--- src/rtl/sipo_led_pkg.sv ---
package sipo_led_pkg;

    typedef enum logic [1:0] {
        S_IDLE,
        S_LAUNCH,
        S_CAPTURE,
        S_STORE
    } shift_state_t;

    localparam int ADDR_W = 5;
    localparam int WORD_W = 32;

    localparam logic [ADDR_W-1:0] OFS_CTRL_A  = 5'h00;
    localparam logic [ADDR_W-1:0] OFS_CTRL_B  = 5'h04;
    localparam logic [ADDR_W-1:0] OFS_DATA_LO = 5'h08;
    localparam logic [ADDR_W-1:0] OFS_DATA_HI = 5'h0C;
    localparam logic [ADDR_W-1:0] OFS_ACCESS  = 5'h10;

    // control word A fields
    localparam int A_SW_UPD  = 31;
    localparam int A_PHY1_LO = 27;
    localparam int A_EDGE    = 26;
    localparam int A_DSL_LO  = 24;
    // control word B fields
    localparam int B_SRC_LO  = 30;
    localparam int B_RATE_LO = 23;
    localparam int B_PHY2_LO = 15;

    localparam logic [WORD_W-1:0] CTRL_A_RST = 32'h8000_0000;
    localparam logic [1:0]        SRC_BUSCLK = 2'b10;

endpackage

--- src/rtl/sipo_led_regs.sv ---
module sipo_led_regs
    import sipo_led_pkg::*;
#(
    parameter int CHAIN_W  = 24,
    parameter int N_GROUPS = 3
) (
    input  logic                clk,
    input  logic                rst_n,
    input  logic                bus_valid,
    input  logic                bus_write,
    input  logic [ADDR_W-1:0]   bus_addr,
    input  logic [WORD_W-1:0]   bus_wdata,
    output logic [WORD_W-1:0]   bus_rdata,
    output logic [CHAIN_W-1:0]  shadow,
    output logic                edge_fall,
    output logic [1:0]          dsl_own,
    output logic [1:0]          phy1_own,
    output logic [1:0]          phy2_own,
    output logic [N_GROUPS-1:0] grp_mask,
    output logic [1:0]          rate_code,
    output logic                auto_en,
    output logic                sw_req,
    output logic                rate_reload
);

    logic [WORD_W-1:0] ctrl_a_q, ctrl_b_q, data_lo_q, data_hi_q, access_q;
    logic              wr;

    assign wr = bus_valid && bus_write;

    always_ff @(posedge clk or negedge rst_n) begin
        if (!rst_n) begin
            ctrl_a_q  <= CTRL_A_RST;
            ctrl_b_q  <= '0;
            data_lo_q <= '0;
            data_hi_q <= '0;
            access_q  <= '0;
        end else if (wr) begin
            case (bus_addr)
                OFS_CTRL_A:  ctrl_a_q  <= bus_wdata;
                OFS_CTRL_B:  ctrl_b_q  <= bus_wdata;
                OFS_DATA_LO: data_lo_q <= bus_wdata;
                OFS_DATA_HI: data_hi_q <= bus_wdata;
                OFS_ACCESS:  access_q  <= bus_wdata;
                default: ;
            endcase
        end
    end

    always_comb begin
        case (bus_addr)
            OFS_CTRL_A:  bus_rdata = ctrl_a_q;
            OFS_CTRL_B:  bus_rdata = ctrl_b_q;
            OFS_DATA_LO: bus_rdata = data_lo_q;
            OFS_DATA_HI: bus_rdata = data_hi_q;
            OFS_ACCESS:  bus_rdata = access_q;
            default:     bus_rdata = '0;
        endcase
    end

    assign sw_req      = wr && (bus_addr == OFS_CTRL_A) && bus_wdata[A_SW_UPD];
    assign rate_reload = wr && (bus_addr == OFS_CTRL_B);

    assign shadow    = data_lo_q[CHAIN_W-1:0];
    assign edge_fall = ctrl_a_q[A_EDGE];
    assign dsl_own   = ctrl_a_q[A_DSL_LO +: 2];
    assign phy1_own  = ctrl_a_q[A_PHY1_LO +: 2];
    assign phy2_own  = ctrl_b_q[B_PHY2_LO +: 2];
    assign grp_mask  = ctrl_b_q[N_GROUPS-1:0];
    assign rate_code = ctrl_b_q[B_RATE_LO +: 2];
    assign auto_en   = (ctrl_b_q[B_SRC_LO +: 2] == SRC_BUSCLK);

endmodule

--- src/rtl/sipo_led_rate_timer.sv ---
module sipo_led_rate_timer #(
    parameter int unsigned RATE_UNIT = 2_500_000
) (
    input  logic       clk,
    input  logic       rst_n,
    input  logic       enable,
    input  logic [1:0] rate_code,
    input  logic       reload,
    output logic       tick
);

    localparam int unsigned LIM_MAX = RATE_UNIT * 20;
    localparam int          CNT_W   = $clog2(LIM_MAX + 1);

    logic [CNT_W-1:0] cnt_q, limit;

    always_comb begin
        unique case (rate_code)
            2'd0: limit = CNT_W'(RATE_UNIT * 20);
            2'd1: limit = CNT_W'(RATE_UNIT * 10);
            2'd2: limit = CNT_W'(RATE_UNIT * 5);
            2'd3: limit = CNT_W'(RATE_UNIT * 4);
        endcase
    end

    assign tick = enable && (cnt_q == limit - 1'b1);

    always_ff @(posedge clk or negedge rst_n) begin
        if (!rst_n)                       cnt_q <= '0;
        else if (reload || !enable || tick) cnt_q <= '0;
        else                              cnt_q <= cnt_q + 1'b1;
    end

endmodule

--- src/rtl/sipo_led_shifter.sv ---
module sipo_led_shifter
    import sipo_led_pkg::*;
#(
    parameter int GROUP_W  = 8,
    parameter int N_GROUPS = 3,
    parameter int CLK_DIV  = 50
) (
    input  logic                        clk,
    input  logic                        rst_n,
    input  logic                        req,
    input  logic [GROUP_W*N_GROUPS-1:0] frame_in,
    input  logic [N_GROUPS-1:0]         grp_mask,
    input  logic                        edge_fall,
    output logic                        sh_clk,
    output logic                        sh_data,
    output logic                        sh_store,
    output logic                        busy
);

    localparam int CHAIN_W = GROUP_W * N_GROUPS;
    localparam int IDX_W   = $clog2(CHAIN_W);
    localparam int LEN_W   = $clog2(CHAIN_W + 1);
    localparam int GRP_W   = $clog2(N_GROUPS + 1);
    localparam int DIV_W   = (CLK_DIV > 1) ? $clog2(CLK_DIV) : 1;

    shift_state_t        state_q, state_d;
    logic [DIV_W-1:0]    div_q;
    logic [IDX_W-1:0]    idx_q, last_idx;
    logic [CHAIN_W-1:0]  frame_q;
    logic                pending_q, data_q;
    logic [GRP_W-1:0]    top_grp;
    logic [LEN_W-1:0]    len_bits;
    logic                half_done, take;

    // highest enabled group sets the chain length
    always_comb begin
        top_grp = '0;
        for (int g = 0; g < N_GROUPS; g++) begin
            if (grp_mask[g]) top_grp = GRP_W'(g + 1);
        end
    end

    assign len_bits  = LEN_W'(top_grp * GROUP_W);
    assign last_idx  = IDX_W'(len_bits - 1'b1);
    assign half_done = (div_q == DIV_W'(CLK_DIV - 1));
    assign take      = (state_q == S_IDLE) && pending_q && (len_bits != '0);

    // state register
    always_ff @(posedge clk or negedge rst_n) begin
        if (!rst_n) state_q <= S_IDLE;
        else        state_q <= state_d;
    end

    // transitions
    always_comb begin
        state_d = state_q;
        unique case (state_q)
            S_IDLE:    if (take)      state_d = S_LAUNCH;
            S_LAUNCH:  if (half_done) state_d = S_CAPTURE;
            S_CAPTURE: if (half_done) state_d = (idx_q == '0) ? S_STORE : S_LAUNCH;
            S_STORE:   if (half_done) state_d = S_IDLE;
        endcase
    end

    // datapath: divider, request queue, frame and bit pointer
    always_ff @(posedge clk or negedge rst_n) begin
        if (!rst_n) begin
            div_q     <= '0;
            pending_q <= 1'b0;
            idx_q     <= '0;
            frame_q   <= '0;
            data_q    <= 1'b0;
        end else begin
            // a pending request is consumed (or dropped on an empty chain) in idle
            pending_q <= req || (pending_q && (state_q != S_IDLE));
            if (state_q == S_IDLE || half_done) div_q <= '0;
            else                                div_q <= div_q + 1'b1;
            if (take) begin
                frame_q <= frame_in;
                idx_q   <= last_idx;
                data_q  <= frame_in[last_idx];
            end else if (state_q == S_CAPTURE && half_done && idx_q != '0) begin
                idx_q  <= idx_q - 1'b1;
                data_q <= frame_q[idx_q - 1'b1];
            end
        end
    end

    // outputs
    always_comb begin
        sh_clk   = edge_fall ? (state_q != S_LAUNCH) : (state_q == S_LAUNCH);
        sh_data  = data_q;
        sh_store = (state_q == S_STORE);
        busy     = (state_q != S_IDLE);
    end

endmodule

--- src/rtl/sipo_led_ctrl.sv ---
module sipo_led_ctrl
    import sipo_led_pkg::*;
#(
    parameter int          GROUP_W   = 8,
    parameter int          N_GROUPS  = 3,
    parameter int          CLK_DIV   = 50,
    parameter int unsigned RATE_UNIT = 2_500_000
) (
    input  logic        clk,
    input  logic        rst_n,
    input  logic        req_valid,
    input  logic        req_write,
    input  logic [4:0]  req_addr,
    input  logic [31:0] req_wdata,
    output logic [31:0] rd_data,
    input  logic [1:0]  dsl_stat,
    input  logic [1:0]  phy1_stat,
    input  logic [1:0]  phy2_stat,
    output logic        sh_clk,
    output logic        sh_data,
    output logic        sh_store,
    output logic        busy
);

    localparam int CHAIN_W = GROUP_W * N_GROUPS;

    logic [CHAIN_W-1:0]  shadow, own_mask, hw_bits, frame;
    logic                edge_fall, auto_en, sw_req, rate_reload, tick;
    logic [1:0]          dsl_own, phy1_own, phy2_own, rate_code;
    logic [N_GROUPS-1:0] grp_mask;

    sipo_led_regs #(.CHAIN_W(CHAIN_W), .N_GROUPS(N_GROUPS)) regs_i (
        .clk(clk), .rst_n(rst_n),
        .bus_valid(req_valid), .bus_write(req_write),
        .bus_addr(req_addr), .bus_wdata(req_wdata), .bus_rdata(rd_data),
        .shadow(shadow), .edge_fall(edge_fall),
        .dsl_own(dsl_own), .phy1_own(phy1_own), .phy2_own(phy2_own),
        .grp_mask(grp_mask), .rate_code(rate_code), .auto_en(auto_en),
        .sw_req(sw_req), .rate_reload(rate_reload)
    );

    sipo_led_rate_timer #(.RATE_UNIT(RATE_UNIT)) timer_i (
        .clk(clk), .rst_n(rst_n), .enable(auto_en),
        .rate_code(rate_code), .reload(rate_reload), .tick(tick)
    );

    // hardware sources: bits 1:0 DSL, 3:2 first PHY, 6:5 second PHY
    assign own_mask = CHAIN_W'({phy2_own,  1'b0, phy1_own,  dsl_own});
    assign hw_bits  = CHAIN_W'({phy2_stat, 1'b0, phy1_stat, dsl_stat});
    assign frame    = (shadow & ~own_mask) | (hw_bits & own_mask);

    sipo_led_shifter #(.GROUP_W(GROUP_W), .N_GROUPS(N_GROUPS), .CLK_DIV(CLK_DIV)) shift_i (
        .clk(clk), .rst_n(rst_n), .req(sw_req || tick),
        .frame_in(frame), .grp_mask(grp_mask), .edge_fall(edge_fall),
        .sh_clk(sh_clk), .sh_data(sh_data), .sh_store(sh_store), .busy(busy)
    );

endmodule

--- config.mk ---
export PLATFORM = sky130hd
export DESIGN_NAME = sipo_led_ctrl
export DESIGN_NICKNAME = d
export VERILOG_FILES = /design/src/rtl/sipo_led_pkg.sv /design/src/rtl/sipo_led_regs.sv /design/src/rtl/sipo_led_rate_timer.sv /design/src/rtl/sipo_led_shifter.sv /design/src/rtl/sipo_led_ctrl.sv
export SDC_FILE = /design/constraint.sdc
export NUM_CORES = 1
export LEC_CHECK = 0
export ABC_AREA = 0
export BUFFER_PORTS_ARGS = -buffer_cell sky130_fd_sc_hd__buf_2
export CAP_MARGIN = 10
export CELL_PAD_IN_SITES_DETAIL_PLACEMENT = 0
export CELL_PAD_IN_SITES_GLOBAL_PLACEMENT = 1
export CORE_ASPECT_RATIO = 1.1
export CORE_MARGIN = 2
export CORE_UTILIZATION = 35
export CTS_CLUSTER_SIZE = 16
export DETAILED_ROUTE_END_ITERATION = 16
export PLACE_DENSITY_LB_ADDON = 0.1
export SLEW_MARGIN = 10
export SYNTH_ARGS = -nofsm -noshare
export SYNTH_HDL_FRONTEND = slang
export SYNTH_SLANG_ARGS = --single-unit
--- constraint.sdc ---
create_clock -name clk -period 2.9 [get_ports clk]
set_input_delay 0.145 -clock clk [delete_from_list [all_inputs] [get_ports clk]]
set_output_delay 0.145 -clock clk [all_outputs]
set_load 0.05 [all_outputs]
==> impl_metrics.json, run 1 <==
{
  "outcome": "complete, no violations",
  "synth_edf_count": 0,
  "period_share_pct": 85.2,
  "post-place-ws_ns": 0.399,
  "path_buf_inv": 2,
  "core_mm2": 0.0293,
  "irDropWorstVdd_mv": 0.490,
  "cp_max_fo": 15,
  "areaGrowthSynthToFinish_pct": 21.4,
  "yosysMostFrequentCell": "dfrtp_1",
  "pin_count": 83,
  "antenna_found_initial": 0,
  "rows": 66,
  "clockPowerShare_pct": 41.6,
  "drtAntennaViolNets": 0,
  "yosysWarningCount": 0,
  "grt_setup_unrepaired": "false",
  "crit_chain": "inv_1, ha_1, xnor2_1, nand4_1, or4_1, o21ai_4, buf_12, nor2_1",
  "die_h_um": 184,
  "cts_tree": "done",
  "synth_area_mm2": 0.0104,
  "fmax_ghz": 0.405,
  "ys_seq_area_share_pct": 54.4,
  "cts_root_buf": "clkbuf_16",
  "drc": 0,
  "synth-seq-cells": 225,
  "clock_sinks": 225,
  "synth_top_area_share_pct": 54.1,
  "drive_gt1_share_pct": 33.0,
  "critPathLaunchType": "register",
  "final_net_count": 1030,
  "initial_utilization_pct": 35.3,
  "p_sw_share_pct": 25.0,
  "clk_pin_slew_ns": 0.06,
  "avgSynthCellArea_um2": 12.3,
  "first_global_vias": 7369,
  "wire_per_inst_um": 18.9,
  "num_antenna_cells": 0,
  "synth_top_area_cell": "dfrtp_1",
  "cts_made_buffers": 26,
  "tightest_slew_ns": 0.623,
  "post_cts_buffers": 0,
  "post-route-min-period_ns": 2.47,
  "dieArea_mm2": 0.0310,
  "p_int_mw": 5.94,
  "slew_violations": 0,
  "ys_top_cells_by_count": "dfrtp_1, mux2_2, nand2_1, nor2_1, a22oi_1",
  "switching_power_mw": 1.98,
  "gr-usage-met2_pct": 28.0,
  "tns_ns": 0,
  "synthCells": 844,
  "hpwlAfterDp_um": 16600,
  "drt-pass1-iter-count": 7,
  "seq_power_share_pct": 46.6,
  "cpMaxStageDelayCell": "or4_1",
  "ys.flop_type": "dfrtp_1",
  "p_per_area_mw_per_mm2": 631,
  "drt_wl_total_um": 25800,
  "cp-end-kind": "register",
  "p_comb_share_pct": 11.8,
  "grt_pass1_wl_um": 42000,
  "clock_latency_ns": 0.53,
  "grt_max_degree": 77,
  "finalClockSkew_ns": 0.00807,
  "overflow": 0,
  "cp_slowest_stage_delay_ns": 0.60,
  "holdCritPathClass": "primary input to register",
  "crit_family": "simple AND/OR/NAND/NOR gates",
  "track_usage_pct": 17.0,
  "slew_headroom_pct": 58.4,
  "hold_buffers": 39,
  "top_usage_layer": "met2",
  "ctsLongestPathBuffers": 3,
  "cp_data_arrival_time_ns": 2.88,
  "worst_slack_ns": 0.430,
  "h-tree-depth": 1,
  "drt_iter0_drc": 427,
  "grt_use_met3_pct": 2.75,
  "synth.distinct_cells": 65,
  "cts_resized": 0,
  "critPathRequiredTime_ns": 3.32,
  "io_buffers": 82,
  "crit_type": "register to register",
  "use_met1_pct": 23.9,
  "hold_viol_final": 0,
  "via_per_inst": 5.12,
  "synth.area.top_cells": "dfrtp_1, mux2_2, nand2_1",
  "drv_cap": 0,
  "vias": 6989,
  "syn-num-nets": 902,
  "chipWidth_um": 168,
  "p_leak_nw": 6.00,
  "gp_congestion": 0.768,
  "async_reset_ff_share_pct": 100,
  "finalSetupViolCount": 0
}
-- placed cells by master, fill, tap and decap left out, types with 9 or more instances in the layout --
| master | Yosys | routed |
|---|---|---|
| xnor2_1 | 25 | 25 |
| mux2i_1 | 11 | 11 |
| buf_4 | 0 | 19 |
| a22oi_1 | 33 | 33 |
| clkbuf_8 | 0 | 9 |
| a222oi_1 | 32 | 32 |
| ha_1 | 11 | 11 |
| inv_1 | 16 | 16 |
| mux2_2 | 154 | 154 |
| xor2_1 | 14 | 14 |
| o21ai_0 | 10 | 10 |
| dfrtp_1 | 224 | 224 |
| nor2_1 | 45 | 45 |
| nand2_1 | 112 | 112 |
| buf_2 | 16 | 81 |
| nand3_1 | 15 | 13 |
| dlygate4sd3_1 | 0 | 39 |
| clkbuf_16 | 0 | 27 |
-- cell type report --
type / instances / area (um2)
clock inverter: 5 / 50.0
timing repair buffer: 147 / 1090
fill: 2751 / 16700
clock buffer: 41 / 818
tap: 374 / 468
sequential: 225 / 5630
inverter: 17 / 63.8
multi-input combinational: 555 / 4440
-- cell families (layout without fill, tap and decap cells) --
family                     Yosys count  in the layout  synth area share [%]
AOI/OAI and AO/OA                  100            100                  7.79
buffers and inverters               64            210                  2.96
xor gates and xnor gates            39             39                  3.30
DFF                                225            225                  54.4
muxes                              174            174                  19.2
and+or+nand+nor                    231            231                  11.0
adders and majority gates           11             11                  1.33
-- power groups by stage --
stage	Combinational (mW)	Sequential [mW]	Clock, mW
final	0.935	3.70	3.30
after global routing	1.04	3.74	3.54
after CTS	0.955	3.70	3.40
after detailed placement	0.911	3.75	0
after global placement	0.901	3.75	0
after floorplan	0.639	3.67	0
-- per-stage QoR --
stage          util, %  hold slack [ns]  area, um2  power, mW  instances
4_1_cts           42.9            0.116      12600       8.05       1364
3_5_place_dp      38.6            0.188      11300       4.66       1279
6_report          42.9            0.135      12600       7.93       1364
5_1_grt           42.9            0.153      12600       8.32       1364
3_3_place_gp      38.6            0.188      11300       4.65       1279
2_1_floorplan        -           -0.151      10400       4.31        844
-- per-layer routing --
layer  share of wire (%)  vias up
li1                    -     3323
met1                  48     3523
met2                  48      116
met3                 3.8       27
met4                 1.1        0
met5                   0        -
-- tightest hold or removal path: stages --
cell and delay, ns:
buf_2 0.14, nand3_2 0.17, mux2_2 0.17
-- flip-flops by register name, indices dropped and copies added, names as in the netlist --
signal,cells
regs_i.access_q,32
regs_i.ctrl_a_q,32
regs_i.ctrl_b_q,32
regs_i.data_hi_q,32
regs_i.data_lo_q,32
timer_i.cnt_q,26
shift_i.frame_q,24
shift_i.div_q,6
shift_i.idx_q,5
shift_i.state_q,2
shift_i.pending_q,1
shift_i.sh_data,1
-- path summary, 6_finish.rpt --
check | start | to | slack (ns) | depth (start not counted)
worst max-delay path | regs_i.ctrl_b_q[23] | timer_i.cnt_q[8] | 0.43 | 8
worst min-delay path | req_write | regs_i.access_q[30] | 0.14 | 3
worst max register to register | regs_i.ctrl_b_q[23] | timer_i.cnt_q[8] | 0.43 | 8
worst min register to register | shift_i.frame_q[3] | shift_i.frame_q[3] | 0.48 | 2
max in group asynchronous | rst_n | regs_i.ctrl_b_q[27] | 1.92 | 3
min in group asynchronous | rst_n | timer_i.cnt_q[11] | 0.19 | 2
No activity file was read; power rests on OpenSTA's default activity.
==> run 2: changes to the inputs <==
--- a/config.mk
+++ b/config.mk
@@ -8,8 +8,8 @@
 export ABC_AREA = 0
 export BUFFER_PORTS_ARGS = -buffer_cell sky130_fd_sc_hd__buf_2
 export CAP_MARGIN = 10
-export CELL_PAD_IN_SITES_DETAIL_PLACEMENT = 0
-export CELL_PAD_IN_SITES_GLOBAL_PLACEMENT = 1
+export CELL_PAD_IN_SITES_DETAIL_PLACEMENT = 2
+export CELL_PAD_IN_SITES_GLOBAL_PLACEMENT = 2
 export CORE_ASPECT_RATIO = 1.1
 export CORE_MARGIN = 2
 export CORE_UTILIZATION = 35
==> constraint.sdc (replaced) <==
create_clock -name clk -period 2.65 [get_ports clk]
set_input_delay 0.1325 -clock clk [delete_from_list [all_inputs] [get_ports clk]]
set_output_delay 0.1325 -clock clk [all_outputs]
set_load 0.05 [all_outputs]
==> impl_metrics.json, run 2 (synthesized netlist as in run 1, its figures left out) <==
{
  "outcome": "complete, no violations",
  "clock_latency_ns": 0.53,
  "use_met1_pct": 24.2,
  "critPathRequiredTime_ns": 3.07,
  "grt_max_degree": 84,
  "hold_viol_final": 0,
  "final_common_cell": "dfrtp_1",
  "drtAntennaViolNets": 0,
  "vias": 7380,
  "track_usage_pct": 20.0,
  "ctsLongestPathBuffers": 3,
  "gp_congestion": 0.806,
  "via_per_inst": 5.37,
  "crit_type": "register to register",
  "holdCritPathClass": "primary input to register",
  "clk_pin_slew_ns": 0.06,
  "finalSetupViolCount": 0,
  "hold_ws_ns": 0.102,
  "p_leak_nw": 6.06,
  "drive_gt1_share_pct": 34.5,
  "grt_setup_unrepaired": "false",
  "reg2reg_from": "regs_i.ctrl_b_q[23]",
  "slew_violations": 0,
  "gr-usage-met2_pct": 38.2,
  "post-route-min-period_ns": 2.52,
  "drv_cap": 0,
  "cp_data_arrival_time_ns": 2.94,
  "cts_made_buffers": 27,
  "layout_common_cells": "dfrtp_1, mux2_2, nand2_1, buf_2, nor2_1",
  "first_global_vias": 8627,
  "irDropWorstVdd_mv": 0.293,
  "num_antenna_cells": 0,
  "critPathLaunchType": "register",
  "p_per_area_mw_per_mm2": 697,
  "areaGrowthSynthToFinish_pct": 22.5,
  "cp-end-kind": "register",
  "dpl_cell_area_mm2": 0.0114,
  "cts_root_buf": "clkbuf_16",
  "drt_wl_total_um": 30100,
  "tightest_slew_ns": 0.572,
  "grt_use_met3_pct": 2.15,
  "chipWidth_um": 168,
  "h-tree-depth": 1,
  "wire_per_inst_um": 21.9,
  "crit_start": "regs_i.ctrl_b_q[23]",
  "hpwlAfterDp_um": 20600,
  "drt-pass1-iter-count": 5,
  "drt_iter0_drc": 458,
  "top_usage_layer": "met2",
  "cp_max_fo": 6,
  "initial_utilization_pct": 35.3,
  "cts_tree": "done",
  "die_h_um": 184,
  "rows": 66,
  "design_area_mm2": 0.0127,
  "io_buffers": 82,
  "period_share_pct": 94.9,
  "slew_headroom_pct": 61.8,
  "grt_pass1_wl_um": 48600,
  "final_net_count": 1038,
  "total_power_mw": 8.84,
  "pin_count": 83,
  "fmax_ghz": 0.398,
  "tns_ns": 0,
  "core_mm2": 0.0293,
  "antenna_found_initial": 0,
  "clock_sinks": 225,
  "holdCritStartpoint": "req_write",
  "drc": 0,
  "overflow": 0,
  "dieArea_mm2": 0.0310,
  "finalClockSkew_ns": 0.0163
}
run 2: final timing paths:
check	to	slack, ns	depth (start not counted)
worst max-delay path	timer_i.cnt_q[25]	0.13	8
worst min-delay path	regs_i.ctrl_a_q[30]	0.10	3
worst max register to register	timer_i.cnt_q[25]	0.13	8
worst min register to register	shift_i.frame_q[4]	0.48	2
max in group asynchronous	regs_i.ctrl_b_q[22]	1.60	3
min in group asynchronous	regs_i.access_q[6]	0.18	2
run 2: area by class of cell:
type / count / area [um2]
clock buffer: 38 / 817
clock inverter: 12 / 97.6
fill: 2933 / 16600
inverter: 17 / 63.8
multi-input combinational: 555 / 4450
sequential: 225 / 5630
tap: 374 / 468
timing repair buffer: 154 / 1160
run 2: per-stage QoR:
step | worst slack, ns | cells | util (%)
after floorplan | 0.316 | 844 | -
after global placement | 0.265 | 1285 | 38.8
after detailed placement | 0.00873 | 1285 | 38.8
after CTS | 0.0112 | 1374 | 43.2
after global routing | 0.0197 | 1375 | 43.3
final | 0.135 | 1375 | 43.3
run 2: what timing repair did:
action	CTS	global route
gates cloned	0	0
endpoints found under the hold margin	233	0
buffers inserted	0	1
resized for setup	1	2
pin swaps	0	1
hold buffers	39	0
endpoints found under the setup margin	1	20
run 2: worst max-delay path, cell delays in order, from the launching register on:
cell and delay [ns]:
dfrtp_2 0.41, inv_1 0.10, ha_1 0.35, xnor2_1 0.19, nand4_1 0.16, or4_1 0.64, o21ai_4 0.23, buf_4 0.18
o21ba_2 0.16
run 2: per-layer routing:
| layer | up-vias | share of wire [%] |
|---|---|---|
| li1 | 3335 | - |
| met1 | 3892 | 42 |
| met2 | 113 | 54 |
| met3 | 40 | 2.6 |
| met4 | 0 | 1.8 |
| met5 | - | 0 |
run 2: report_power, final:
part / internal, mW / switching (mW) / total [mW]
sequential: 3.80 / 0.255 / 4.06
combinational: 0.511 / 0.571 / 1.08
clock: 2.24 / 1.46 / 3.70
total: 6.56 / 2.29 / 8.84
==> run 3: changes to the inputs <==
--- a/config.mk
+++ b/config.mk
@@ -5,7 +5,6 @@
 export SDC_FILE = /design/constraint.sdc
 export NUM_CORES = 1
 export LEC_CHECK = 0
-export ABC_AREA = 0
 export BUFFER_PORTS_ARGS = -buffer_cell sky130_fd_sc_hd__buf_2
 export CAP_MARGIN = 10
 export CELL_PAD_IN_SITES_DETAIL_PLACEMENT = 2
@@ -16,6 +15,7 @@
 export CTS_CLUSTER_SIZE = 16
 export DETAILED_ROUTE_END_ITERATION = 16
 export PLACE_DENSITY_LB_ADDON = 0.1
+export REMOVE_ABC_BUFFERS = 1
 export SLEW_MARGIN = 10
 export SYNTH_ARGS = -nofsm -noshare
 export SYNTH_HDL_FRONTEND = slang
==> impl_metrics.json, run 3 (synthesized netlist as in run 1, its figures left out) <==
{
  "outcome": "complete, no violations",
  "wire_per_inst_um": 22.3,
  "critPathRequiredTime_ns": 3.07,
  "pin_count": 83,
  "rr_worst_depth": 8,
  "whs_endpoint": "shift_i.frame_q[3]",
  "post-route-min-period_ns": 2.42,
  "io_buffers": 82,
  "finalSetupViolCount": 0,
  "drc": 0,
  "cts_made_buffers": 26,
  "initial_utilization_pct": 35.3,
  "finalClockSkew_ns": 0.00802,
  "drt_wl_total_um": 30300,
  "tightest_slew_ns": 0.795,
  "irDropWorstVdd_mv": 0.473,
  "wl_met2_um": 16100,
  "ctsLongestPathBuffers": 3,
  "dp.cells": 1275,
  "wl_met1_um": 12800,
  "hold_viol_final": 0,
  "dieArea_mm2": 0.0310,
  "holdCritPathClass": "primary input to register",
  "dr_wl_met3_um": 878,
  "hpwlAfterDp_um": 19100,
  "num_antenna_cells": 0,
  "core_mm2": 0.0293,
  "cp-end-kind": "register",
  "cts_tree": "done",
  "cp_max_fo": 26,
  "via_per_inst": 5.37,
  "holdCritStartpoint": "phy1_stat[1]",
  "final_cells": 1357,
  "layout_common_cells": "dfrtp_1, mux2_2, nand2_1, buf_2, nor2_1",
  "reg2reg_from": "regs_i.ctrl_b_q[24]",
  "rows": 66,
  "top_layer_used": "met4",
  "drv_cap": 0,
  "drive_gt1_share_pct": 32.2,
  "period_share_pct": 91.3,
  "gp_congestion": 0.802,
  "grt_pass1_wl_um": 48700,
  "r2r_slack_ns": 0.23,
  "clk_pin_slew_ns": 0.06,
  "final_net_count": 1024,
  "grt_setup_unrepaired": "false",
  "cts_root_buf": "clkbuf_16",
  "critPathLaunchType": "register",
  "cts_resized": 0,
  "drt-pass1-iter-count": 5,
  "rr_endpoint": "timer_i.cnt_q[25]",
  "grt_max_degree": 94,
  "p_per_area_mw_per_mm2": 683,
  "h-tree-depth": 1,
  "drtAntennaViolNets": 0,
  "fmax_ghz": 0.413,
  "p_leak_nw": 5.93,
  "hold_ws_ns": 0.00210,
  "vias": 7282,
  "slew_violations": 0,
  "slew_headroom_pct": 47.0,
  "overflow": 0,
  "post-place-ws_ns": 0.243,
  "chipWidth_um": 168,
  "antenna_found_initial": 0,
  "post-route-util_pct": 42.5,
  "clock_sinks": 225,
  "crit_type": "register to register",
  "first_global_vias": 8400,
  "clock_latency_ns": 0.53,
  "drt_iter0_drc": 450,
  "final_common_cell": "dfrtp_1",
  "areaGrowthSynthToFinish_pct": 20.5,
  "cp_data_arrival_time_ns": 2.84,
  "die_h_um": 184,
  "hold_depth": 3,
  "track_usage_pct": 20.1,
  "worst_slack_ns": 0.231
}
==> run 3: changes by cell type in the layout (fill, tap and decap cells not counted), sizes merged <==
cell,change
dlygate4sd3,-2
clkinv,-3
buf,-11
inv,-2
bufinv,-1
clkbuf,+3
clkinvlp,-2
==> run 3: worst max-delay path: stages, from the launching register on <==
cell,delay [ns]
dfrtp_1,0.44
inv_1,0.11
ha_1,0.35
xnor2_1,0.15
nand4_1,0.08
or4_1,0.61
o21ai_4,0.18
buf_12,0.18
o21ba_2,0.18
==> run 3: area by class of cell <==
class,count,area (um2)
fillers,2933,16800
flip-flops and latches,225,5630
multi-input cells,555,4440
repair buffers,141,1080
clock buffers,41,768
well taps,374,468
inverters,17,63.8
clock inverters,4,20.0
==> run 3: timing repair <==
action,4_1_cts,5_1_grt
endpoints found under the hold margin,254,0
hold buffers,37,0
setup buffers,0,0
==> run 3: where the power goes <==
group	total (mW)	switching (mW)	internal (mW)
logic	1.08	0.568	0.509
clock network	3.39	1.42	1.97
registers	4.06	0.256	3.80
total	8.52	2.25	6.28
==> run 3: how the worst max path moves through the flow <==
stage,from,end,cells after the start
2_1_floorplan,req_addr[4],rd_data[2],4
3_3_place_gp,regs_i.ctrl_b_q[23],timer_i.cnt_q[25],8
3_5_place_dp,regs_i.ctrl_b_q[23],timer_i.cnt_q[25],8
4_1_cts,regs_i.ctrl_b_q[23],timer_i.cnt_q[25],8
5_1_grt,regs_i.ctrl_b_q[23],timer_i.cnt_q[25],8
6_report,regs_i.ctrl_b_q[24],timer_i.cnt_q[25],8
==> run 3: stage by stage <==
| step | cell area, um2 | total power, mW | setup TNS (ns) |
|---|---|---|---|
| 2_1_floorplan | 10100 | 4.70 | -27.89 |
| 3_3_place_gp | 11300 | 5.06 | 0 |
| 3_5_place_dp | 11300 | 5.17 | 0 |
| 4_1_cts | 12500 | 8.66 | 0 |
| 5_1_grt | 12500 | 8.94 | 0 |
| 6_report | 12500 | 8.52 | 0 |
==> run 3: per-layer routing <==
layer | vias to the layer above | global-route usage, %
li1 | 3293 | -
met1 | 3844 | 25.0
met2 | 108 | 37.5
met3 | 37 | 2.34
met4 | 0 | 4.17
met5 | - | 0
